## config.mk

```make
export PLATFORM = sky130hd
export DESIGN_NAME = seg_addr_gen
export DESIGN_NICKNAME = d
export VERILOG_FILES = /design/src/rtl/seg_addr_pkg.sv /design/src/rtl/seg_addr_ctrl.sv /design/src/rtl/seg_addr_datapath.sv /design/src/rtl/seg_addr_gen.sv
export SDC_FILE = /design/constraint.sdc
export NUM_CORES = 1
export LEC_CHECK = 0
export BUFFER_PORTS_ARGS = -buffer_cell sky130_fd_sc_hd__buf_2
export CORE_MARGIN = 4
export CORE_UTILIZATION = 50
export DETAILED_ROUTE_END_ITERATION = 8
export GPL_ROUTABILITY_DRIVEN = 0
export PLACE_DENSITY_LB_ADDON = 0.12
export SLEW_MARGIN = 20
export SYNTH_ARGS = -nofsm -noshare
export SYNTH_HDL_FRONTEND = slang
export SYNTH_HIERARCHICAL = 1
export SYNTH_SLANG_ARGS = --single-unit
export TNS_END_PERCENT = 30
```

## constraint.sdc

```tcl
create_clock -name clk -period 10.9 [get_ports clk]
set_input_delay 1.635 -clock clk [delete_from_list [all_inputs] [get_ports clk]]
set_output_delay 1.635 -clock clk [all_outputs]
set_load 0.05 [all_outputs]
```

## src/rtl/seg_addr_pkg.sv

```systemverilog
package seg_addr_pkg;
  typedef enum logic [2:0] {
    MD_IMM    = 3'd0,
    MD_REG    = 3'd1,
    MD_DIRECT = 3'd2,
    MD_INDIR  = 3'd3,
    MD_PTRDSP = 3'd4,
    MD_BIXDSP = 3'd5,
    MD_FETCH  = 3'd6,
    MD_UNUSED = 3'd7
  } addrMode_e;

  typedef enum logic [1:0] {
    SO_DEFAULT = 2'd0,
    SO_ES      = 2'd1,
    SO_CS      = 2'd2,
    SO_DS      = 2'd3
  } segOvr_e;

  // strobes from control to datapath
  typedef struct packed {
    logic load;
    logic fetch;
    logic useBx;
    logic usePtr;
    logic useIdx;
    logic addDisp;
    logic noMem;
  } addrStrb_t;
endpackage

```

## src/rtl/seg_addr_ctrl.sv

```systemverilog
module seg_addr_ctrl
  import seg_addr_pkg::*;
(
  input  logic      clk,
  input  logic      rstN,
  input  logic      reqValid,
  input  logic [2:0] mode,
  output addrStrb_t strb,
  output logic      addrValid,
  output logic      noMem
);
  always_comb begin
    strb      = '0;
    strb.load = reqValid;
    case (addrMode_e'(mode))
      MD_DIRECT: strb.addDisp = 1'b1;
      MD_INDIR:  strb.usePtr  = 1'b1;
      MD_PTRDSP: begin
        strb.usePtr  = 1'b1;
        strb.addDisp = 1'b1;
      end
      MD_BIXDSP: begin
        strb.useBx   = 1'b1;
        strb.useIdx  = 1'b1;
        strb.addDisp = 1'b1;
      end
      MD_FETCH:  strb.fetch   = 1'b1;
      default:   strb.noMem   = 1'b1;
    endcase
  end

  always_ff @(posedge clk) begin
    if (!rstN) begin
      addrValid <= 1'b0;
      noMem     <= 1'b0;
    end else begin
      addrValid <= reqValid;
      if (reqValid) noMem <= strb.noMem;
    end
  end

  AST_VALID_PULSE: assert property (@(posedge clk) disable iff (!rstN)
    reqValid |=> addrValid);
  AST_NO_SPURIOUS_VALID: assert property (@(posedge clk) disable iff (!rstN)
    !reqValid |=> !addrValid);
  AST_NOMEM_FLAG: assert property (@(posedge clk) disable iff (!rstN)
    (reqValid && (mode == 3'd0 || mode == 3'd1)) |=> noMem);
  AST_MEM_FLAG: assert property (@(posedge clk) disable iff (!rstN)
    (reqValid && mode >= 3'd2 && mode <= 3'd6) |=> !noMem);
endmodule

```

## src/rtl/seg_addr_datapath.sv

```systemverilog
module seg_addr_datapath
  import seg_addr_pkg::*;
#(
  parameter int OFF_W     = 16,
  parameter int SEG_SHIFT = 4,
  localparam int PHYS_W   = OFF_W + SEG_SHIFT
) (
  input  logic              clk,
  input  logic              rstN,
  input  addrStrb_t         strb,
  input  logic [OFF_W-1:0]  disp,
  input  logic [1:0]        ptrSel,
  input  logic [1:0]        segOvr,
  input  logic [OFF_W-1:0]  regBx,
  input  logic [OFF_W-1:0]  regSi,
  input  logic [OFF_W-1:0]  regDi,
  input  logic [OFF_W-1:0]  regIp,
  input  logic [OFF_W-1:0]  segCs,
  input  logic [OFF_W-1:0]  segDs,
  input  logic [OFF_W-1:0]  segEs,
  output logic [OFF_W-1:0]  effOffset,
  output logic [PHYS_W-1:0] physAddr
);
  logic [OFF_W-1:0]  ptrVal, idxVal, opA, opB, opD, offSum, segVal;
  logic [PHYS_W-1:0] physSum;

  always_comb begin
    case (ptrSel)
      2'd1:    ptrVal = regSi;
      2'd2:    ptrVal = regDi;
      default: ptrVal = regBx;
    endcase
    idxVal = (ptrSel == 2'd2) ? regDi : regSi;
  end

  always_comb begin
    if (strb.fetch)       opA = regIp;
    else if (strb.useBx)  opA = regBx;
    else if (strb.usePtr) opA = ptrVal;
    else                  opA = '0;
    opB    = strb.useIdx  ? idxVal : '0;
    opD    = strb.addDisp ? disp   : '0;
    offSum = opA + opB + opD;
  end

  always_comb begin
    if (strb.fetch) segVal = segCs;
    else begin
      case (segOvr_e'(segOvr))
        SO_ES:   segVal = segEs;
        SO_CS:   segVal = segCs;
        default: segVal = segDs;
      endcase
    end
    physSum = {segVal, {SEG_SHIFT{1'b0}}} + {{SEG_SHIFT{1'b0}}, offSum};
  end

  always_ff @(posedge clk) begin
    if (!rstN) begin
      effOffset <= '0;
      physAddr  <= '0;
    end else if (strb.load) begin
      effOffset <= strb.noMem ? '0 : offSum;
      physAddr  <= strb.noMem ? '0 : physSum;
    end
  end

  AST_FETCH_OFFSET: assert property (@(posedge clk) disable iff (!rstN)
    (strb.load && strb.fetch) |=> effOffset == $past(regIp));
  AST_NOMEM_ZERO: assert property (@(posedge clk) disable iff (!rstN)
    (strb.load && strb.noMem) |=> (physAddr == '0 && effOffset == '0));
  AST_HOLD_IDLE: assert property (@(posedge clk) disable iff (!rstN)
    !strb.load |=> ($stable(physAddr) && $stable(effOffset)));
endmodule

```

## src/rtl/seg_addr_gen.sv

```systemverilog
module seg_addr_gen
  import seg_addr_pkg::*;
(
  input  logic        clk,
  input  logic        rstN,
  input  logic        reqValid,
  input  logic [2:0]  mode,
  input  logic [15:0] disp,
  input  logic [1:0]  ptrSel,
  input  logic [1:0]  segOvr,
  input  logic [15:0] regBx,
  input  logic [15:0] regSi,
  input  logic [15:0] regDi,
  input  logic [15:0] regIp,
  input  logic [15:0] segCs,
  input  logic [15:0] segDs,
  input  logic [15:0] segEs,
  output logic        addrValid,
  output logic        noMem,
  output logic [15:0] effOffset,
  output logic [19:0] physAddr
);
  addrStrb_t strb;

  seg_addr_ctrl u_ctrl (
    .clk(clk), .rstN(rstN), .reqValid(reqValid), .mode(mode),
    .strb(strb), .addrValid(addrValid), .noMem(noMem)
  );

  seg_addr_datapath #(.OFF_W(16), .SEG_SHIFT(4)) u_dp (
    .clk(clk), .rstN(rstN), .strb(strb), .disp(disp), .ptrSel(ptrSel),
    .segOvr(segOvr), .regBx(regBx), .regSi(regSi), .regDi(regDi),
    .regIp(regIp), .segCs(segCs), .segDs(segDs), .segEs(segEs),
    .effOffset(effOffset), .physAddr(physAddr)
  );

  AST_DIRECT_OFFSET: assert property (@(posedge clk) disable iff (!rstN)
    (reqValid && mode == 3'd2) |=> effOffset == $past(disp));
  AST_DEFAULT_SEG: assert property (@(posedge clk) disable iff (!rstN)
    (reqValid && mode == 3'd2 && segOvr == 2'd0)
      |=> physAddr == ({$past(segDs), 4'h0} + {4'h0, $past(disp)}));
endmodule

```

==> qor.yml, run 1 <==
critical_path:
  arrival_ns: 7.15
  setup.worst_path.class: "primary input to flip-flop"
  r2r-end: "u_dp/effOffset[5]"
  path_max_fanout: 31
  max_stage_delay_ns: 0.81
  critical_path.most_common_cell: "ha_1"
  cp-start-kind: "primary input"
  critPathSlowestCell: "nor2_2"
  crit_chain: "buf_2 > inv_1 > ha_1 > nor2_2 > o21ai_0 > o21ai_0 > fa_1 > ha_1 > fa_1 > a211o_1 > a2111oi_2 > a211o_2 > a31oi_1 > xor2_1 > ha_1 > a21oi_1 > nand2b_1 > a2111oi_2 > nor2_1 > and3_1 > o31ai_1"
  reg2reg_slack_ns: 10.14
  rr_worst_depth: 3
  cp-end-kind: "flip-flop"
  r2r-start: "u_dp/effOffset[5]"
  crit_required_ns: 11.09
yosys:
  synth_edf_count: 0
  yosys.area.top_type: "dfxtp_1"
  ys_dominant_reg_cell: "dfxtp_1"
  yosysWarnings: 6
  syn_area_per_cell_um2: 7.72
  synth_nets: 737
  async_reset_ff_frac: 0
  synth_common_cells: "nand2_1 (50), a21oi_1 (45), a22oi_1 (41), inv_1 (40), o21ai_0 (37)"
  yosysSeqAreaShare: 0.160
  ys_ff_latch: 34
  synth_area_um2: 4250
  yosysTopAreaCellShare: 0.160
  synth_area_leaders: "dfxtp_1 (16%), ha_1 (9.1%), fa_1 (8.0%)"
  syn_inst: 551
  synth_most_common_cell: "nand2_1"
  synth.distinct_cells: 54
die:
  fp-row-count: 33
  pin_count: 176
  die_h_um: 100
  dieArea_um2: 10000
  start_util: 0.515
  core_area_um2: 8260
  die_w_um: 100
cells_and_area:
  diodes: 0
  synthToLayoutAreaGrowth_pct: 22.0
  drive_gt1_frac: 0.304
  finalNetCount: 884
  design_area_um2: 5190
sta:
  slew_viol_final: 0
  layout_min_cycle_time_ns: 6.95
  fin_crit_sh: 0.638
  tns_ns: 0
  fmax_mhz: 144
  rsz0062_at_grt: "false"
  worst_slew_pin_slew_ns: 1.11
  fin_ws_ns: 3.95
  slew_headroom: 0.260
  finalHoldViolations: 0
  setup_violations: 0
  clock_skew_ns: 0
  worst_hold_slack_ns: 0.449
min_path:
  min_from: "u_dp/physAddr[16]"
  worstHoldEndpoint: "u_dp/physAddr[16]"
  hold_depth: 2
  hold_path.class: "flip-flop to flip-flop"
global_routing:
  grt_pass1_wl_um: 19600
  grt_busiest_layer: "met2"
  grt_pass1_vias: 4436
  use_met1: 0.302
  met3_usage: 0.0334
  grt_antenna_before_repair: 0
  gr-total-overflow: 0
  grt_start_max_net_pins: 38
  grt_usage: 0.235
  met2_usage: 0.415
placed_design:
  portBuffers: 175
  placed_area_um2: 5100
  post-place-ws_ns: 3.43
  hpwl_um: 10200
clock_network:
  postCtsSetupBuffers: 0
  cts_made_buffers: 5
  insertion_delay_ns: 0.29
  path_clk_slew_ns: 0.06
  cts_tree: "built"
  cts_buffer_depth: 2
  cts_resized: 0
  clock-sinks: 34
  root_buffer: "clkbuf_8"
  cts.hold.buffers_added: 0
  htreeDepth: 2
routing:
  postRouteWirelength_um: 12100
  viasPerCell: 5.53
  firstDrtPassIters: 4
  drc: 0
  vias: 4441
  final_antenna_net_count: 0
  drt_first_iter_violations: 128
  wl_per_cell_um: 15.1
power_and_ir_drop:
  peakVddDrop_mv: 0.0469
  p_per_area_nw_per_um2: 117
  p_leak_nw: 2.56
run_status:
  outcome: "finished clean"
run:
  max_cap_viol_count: 0
## power by group
| group | internal [mW] | leakage (nW) | switching [mW] | total, mW |
|---|---|---|---|---|
| logic | 0.143 | 2.24 | 0.232 | 0.375 |
| clock network | 0.0428 | 0.0438 | 0.0436 | 0.0864 |
| registers | 0.139 | 0.278 | 0.00734 | 0.146 |
| total | 0.325 | 2.56 | 0.283 | 0.608 |
## placed cells by master (no fill, tap or decap), drive strengths merged, types with 3 or more instances in the layout
master,count
nand2b,5
a22o,9
ha,31
a22oi,41
nor3b,3
and2,8
nand3,3
o21a,9
inv,40
a211oi,21
a31oi,5
dfxtp,34
mux2,16
xor2,9
nor2,27
nor3,4
or3,3
xnor2,15
nor2b,24
mux2i,5
buf,176
o21ai,41
o22ai,6
clkbuf,5
a21o,12
a21oi,46
nand3b,4
nand2,50
fa,17
## layout make-up
| class | instances | area, um2 |
|---|---|---|
| Clock inverter | 2 | 10.0 |
| Tap cell | 105 | 131 |
| Multi-Input combinational cell | 441 | 3260 |
| Inverter | 40 | 150 |
| Sequential cell | 34 | 681 |
| Clock buffer | 5 | 68.8 |
| Fill cell | 798 | 3070 |
| Timing Repair Buffer | 176 | 883 |
## routing by layer
metal  vias to the layer above  share of wire
met5                         -              0
met4                         0          0.012
met3                        11          0.071
met2                       152           0.48
met1                      2001           0.44
li1                       2277              -
## registers in the layout, indices dropped and copies added, names as in the netlist
name	cells
u_ctrl/addrValid	1
u_dp/effOffset	16
u_dp/physAddr	16
u_ctrl/noMem	1
## per-stage QoR
step                      utilization  instances  power [mW]
after floorplan                     -        551       0.428
after global placement          0.618        796       0.515
after detailed placement        0.618        796       0.520
after CTS                       0.627        803       0.609
after global routing            0.628        803       0.655
final                           0.628        803       0.608
## critical path: cells and delay by family
family | cells | cell delay [ns]
xor gates and xnor gates | 1 | 0.18
AOI/OAI and AO/OA | 9 | 2.26
buffers and inverters | 2 | 0.14
and+or+nand+nor | 4 | 1.18
adders and majority gates | 5 | 1.75
## logic make-up after synthesis
logic type | after synthesis | synth area share
AO/OA/AOI/OAI | 209 | 0.328
XOR/XNOR | 24 | 0.0494
adder cells (fa/ha/maj) | 48 | 0.171
buffers and inverters | 76 | 0.0756
flip-flops | 34 | 0.160
multiplexers | 21 | 0.0550
AND/OR/NAND/NOR | 139 | 0.160
## how the worst max path moves through the flow
| stage | slack (ns) | from | endpoint |
|---|---|---|---|
| CTS | 3.73 | mode[2] | u_dp/physAddr[18] |
| global placement | 3.64 | mode[2] | u_dp/physAddr[18] |
| floorplan | 4.39 | mode[2] | u_dp/physAddr[18] |
| global route | 3.47 | ptrSel[0] | u_dp/physAddr[19] |
| finish | 3.95 | ptrSel[0] | u_dp/physAddr[19] |
| detailed placement | 3.43 | mode[2] | u_dp/physAddr[18] |
(Power assumes the default switching activity.)
==> run 2: changes to the inputs <==
--- a/config.mk
+++ b/config.mk
@@ -7,7 +7,7 @@
 export LEC_CHECK = 0
 export BUFFER_PORTS_ARGS = -buffer_cell sky130_fd_sc_hd__buf_2
 export CORE_MARGIN = 4
-export CORE_UTILIZATION = 50
+export CORE_UTILIZATION = 45
 export DETAILED_ROUTE_END_ITERATION = 8
 export GPL_ROUTABILITY_DRIVEN = 0
 export PLACE_DENSITY_LB_ADDON = 0.12
==> constraint.sdc (replaced) <==
create_clock -name clk -period 5.62 [get_ports clk]
set_input_delay 0.843 -clock clk [delete_from_list [all_inputs] [get_ports clk]]
set_output_delay 0.843 -clock clk [all_outputs]
set_load 0.05 [all_outputs]
==> run 2 against run 1 <==
  * Final cell count increased by 5.9%
  * Clock power increased by 120%
  * Flip-flop and latch count unchanged
  * Via count increased by 2.0%
  * Core utilization decreased by 3.6 points
  * Sequential share of layout area decreased by 0.69 points
  * Clock-buffer cell count increased by 2
  * Clock skew unchanged
  * Critical path type unchanged
  * Highest routed layer unchanged
==> qor.yml, run 2 (synthesis gave the netlist of run 1 again) <==
clock_network:
  insertion_delay_ns: 0.28
  cts.hold.buffers_added: 0
  postCtsSetupBuffers: 0
  cts_made_buffers: 5
  path_clk_slew_ns: 0.07
  cts_resized: 0
  cts_tree: "built"
  root_buffer: "clkbuf_8"
  clock-sinks: 34
  htreeDepth: 2
  cts_buffer_depth: 2
die:
  die_w_um: 105
  die_h_um: 105
  core_area_um2: 9240
  dieArea_um2: 11100
  start_util: 0.460
  pin_count: 176
  fp-row-count: 35
critical_path:
  rr_worst_depth: 3
  r2r-end: "u_dp/effOffset[2]"
  cp-start-kind: "primary input"
  cp-end-kind: "flip-flop"
  path_max_fanout: 5
  crit_required_ns: 5.82
  reg2reg_slack_ns: 4.87
  setup.worst_path.end: "u_dp/physAddr[19]"
  setup.worst_path.class: "primary input to flip-flop"
  r2r-start: "u_dp/effOffset[2]"
  crit_start: "ptrSel[0]"
  arrival_ns: 5.53
sta:
  layout_min_cycle_time_ns: 5.33
  slew_viol_final: 0
  finalHoldViolations: 0
  rsz0062_at_grt: "false"
  setup_violations: 0
  fmax_mhz: 188
  tns_ns: 0
  fin_crit_sh: 0.948
  clock_skew_ns: 0
  slew_headroom: 0.512
  worst_hold_slack_ns: 0.446
  worst_slew_pin_slew_ns: 0.731
power_and_ir_drop:
  switching_share: 0.459
  power_frac_comb: 0.628
  peakVddDrop_mv: 0.133
  p_leak_nw: 2.69
  p_per_area_nw_per_um2: 233
  p_int_uw: 689
  p_sw_uw: 585
  power_frac_seq: 0.222
  power.clock.fraction: 0.149
routing:
  postRouteWirelength_um: 12700
  final_antenna_net_count: 0
  wl_per_cell_um: 15.0
  vias: 4532
  drc: 0
  viasPerCell: 5.33
  drt_first_iter_violations: 201
  firstDrtPassIters: 5
global_routing:
  grt_usage: 0.220
  grt_pass1_vias: 4466
  gr-total-overflow: 0
  grt_antenna_before_repair: 0
  grt_pass1_wl_um: 20500
  grt_start_max_net_pins: 37
cells_and_area:
  multi_input_area_um2: 3320
  finalNetCount: 906
  diodes: 0
  synthToLayoutAreaGrowth_pct: 28.7
  fillers: 875
  final_cell_mix: "buf_2 (175), nand2_1 (50), a21oi_1 (44), a22oi_1 (41), inv_1 (40)"
  reg.largest.list: "u_dp/effOffset: 16 flops, u_dp/physAddr: 16 flops"
  drive_gt1_frac: 0.330
  seq_area_um2: 681
  layout_commonest_cell: "buf_2"
placed_design:
  portBuffers: 175
  hpwl_um: 10600
run_status:
  outcome: "finished clean"
run:
  max_cap_viol_count: 0
min_path:
  hold_path.class: "flip-flop to flip-flop"
run 2: changes by cell type in the layout (fill, tap and decap cells not counted), sizes merged:
cell	delta
clkinv	-1
buf	+22
clkbuf	+2
run 2: area by class of cell:
cell class,count,share of cell area
timing repair buffer,198,0.195
tap,129,0.0295
clock buffer,7,0.0158
clock inverter,1,0.000914
sequential,34,0.124
multi-input combinational,441,0.607
inverter,40,0.0274
run 2: stage by stage:
stage	setup WS (ns)	cells	utilization	area [um2]	total power, mW
after floorplan	0.00322	551	-	4260	0.831
after global placement	0.130	842	0.574	5310	1.04
after detailed placement	0.0357	842	0.574	5310	1.05
after CTS	0.327	850	0.584	5400	1.24
after global routing	0.0127	850	0.592	5470	1.37
final	0.290	850	0.592	5470	1.27
run 2: how the worst min path moves through the flow:
| stage | startpoint | to | slack, ns | cells past startpoint |
|---|---|---|---|---|
| 6_report | u_dp/physAddr[13] | u_dp/physAddr[13] | 0.45 | 2 |
| 5_1_grt | u_dp/physAddr[13] | u_dp/physAddr[13] | 0.47 | 2 |
| 4_1_cts | u_dp/physAddr[13] | u_dp/physAddr[13] | 0.45 | 2 |
| 3_5_place_dp | u_dp/physAddr[13] | u_dp/physAddr[13] | 0.44 | 2 |
| 3_3_place_gp | u_dp/physAddr[16] | u_dp/physAddr[16] | 0.43 | 2 |
| 2_1_floorplan | u_dp/physAddr[13] | u_dp/physAddr[13] | 0.66 | 2 |
run 2: per-layer routing:
layer  GRT usage  up-vias  wire length (um)
li1            -     2314                 -
met1       0.291     2030              5540
met2       0.370      174              6100
met3      0.0383       14               877
met4      0.0544        0               203
met5           0        -                 0
run 2: critical path, cell delays in order:
cell and delay (ns):
buf_2 0.09, inv_1 0.05, ha_1 0.33, nor2_4 0.16, o21ai_0 0.09, o21ai_0 0.21, fa_1 0.45, ha_1 0.24
fa_1 0.45, a211o_1 0.38, a2111oi_4 0.32, a211o_2 0.18, a41oi_2 0.12, xnor2_1 0.32, ha_1 0.34, or2_2 0.32
o221ai_1 0.12, nor2_1 0.09, and3_1 0.19, o31ai_1 0.22
run 2: power by group through the flow:
| stage | Combinational, mW | Clock [mW] | Sequential, mW |
|---|---|---|---|
| 4_1_cts | 0.769 | 0.192 | 0.284 |
| 2_1_floorplan | 0.445 | 0 | 0.386 |
| 3_5_place_dp | 0.763 | 0 | 0.289 |
| 3_3_place_gp | 0.753 | 0 | 0.289 |
| 6_report | 0.801 | 0.190 | 0.283 |
| 5_1_grt | 0.874 | 0.207 | 0.287 |
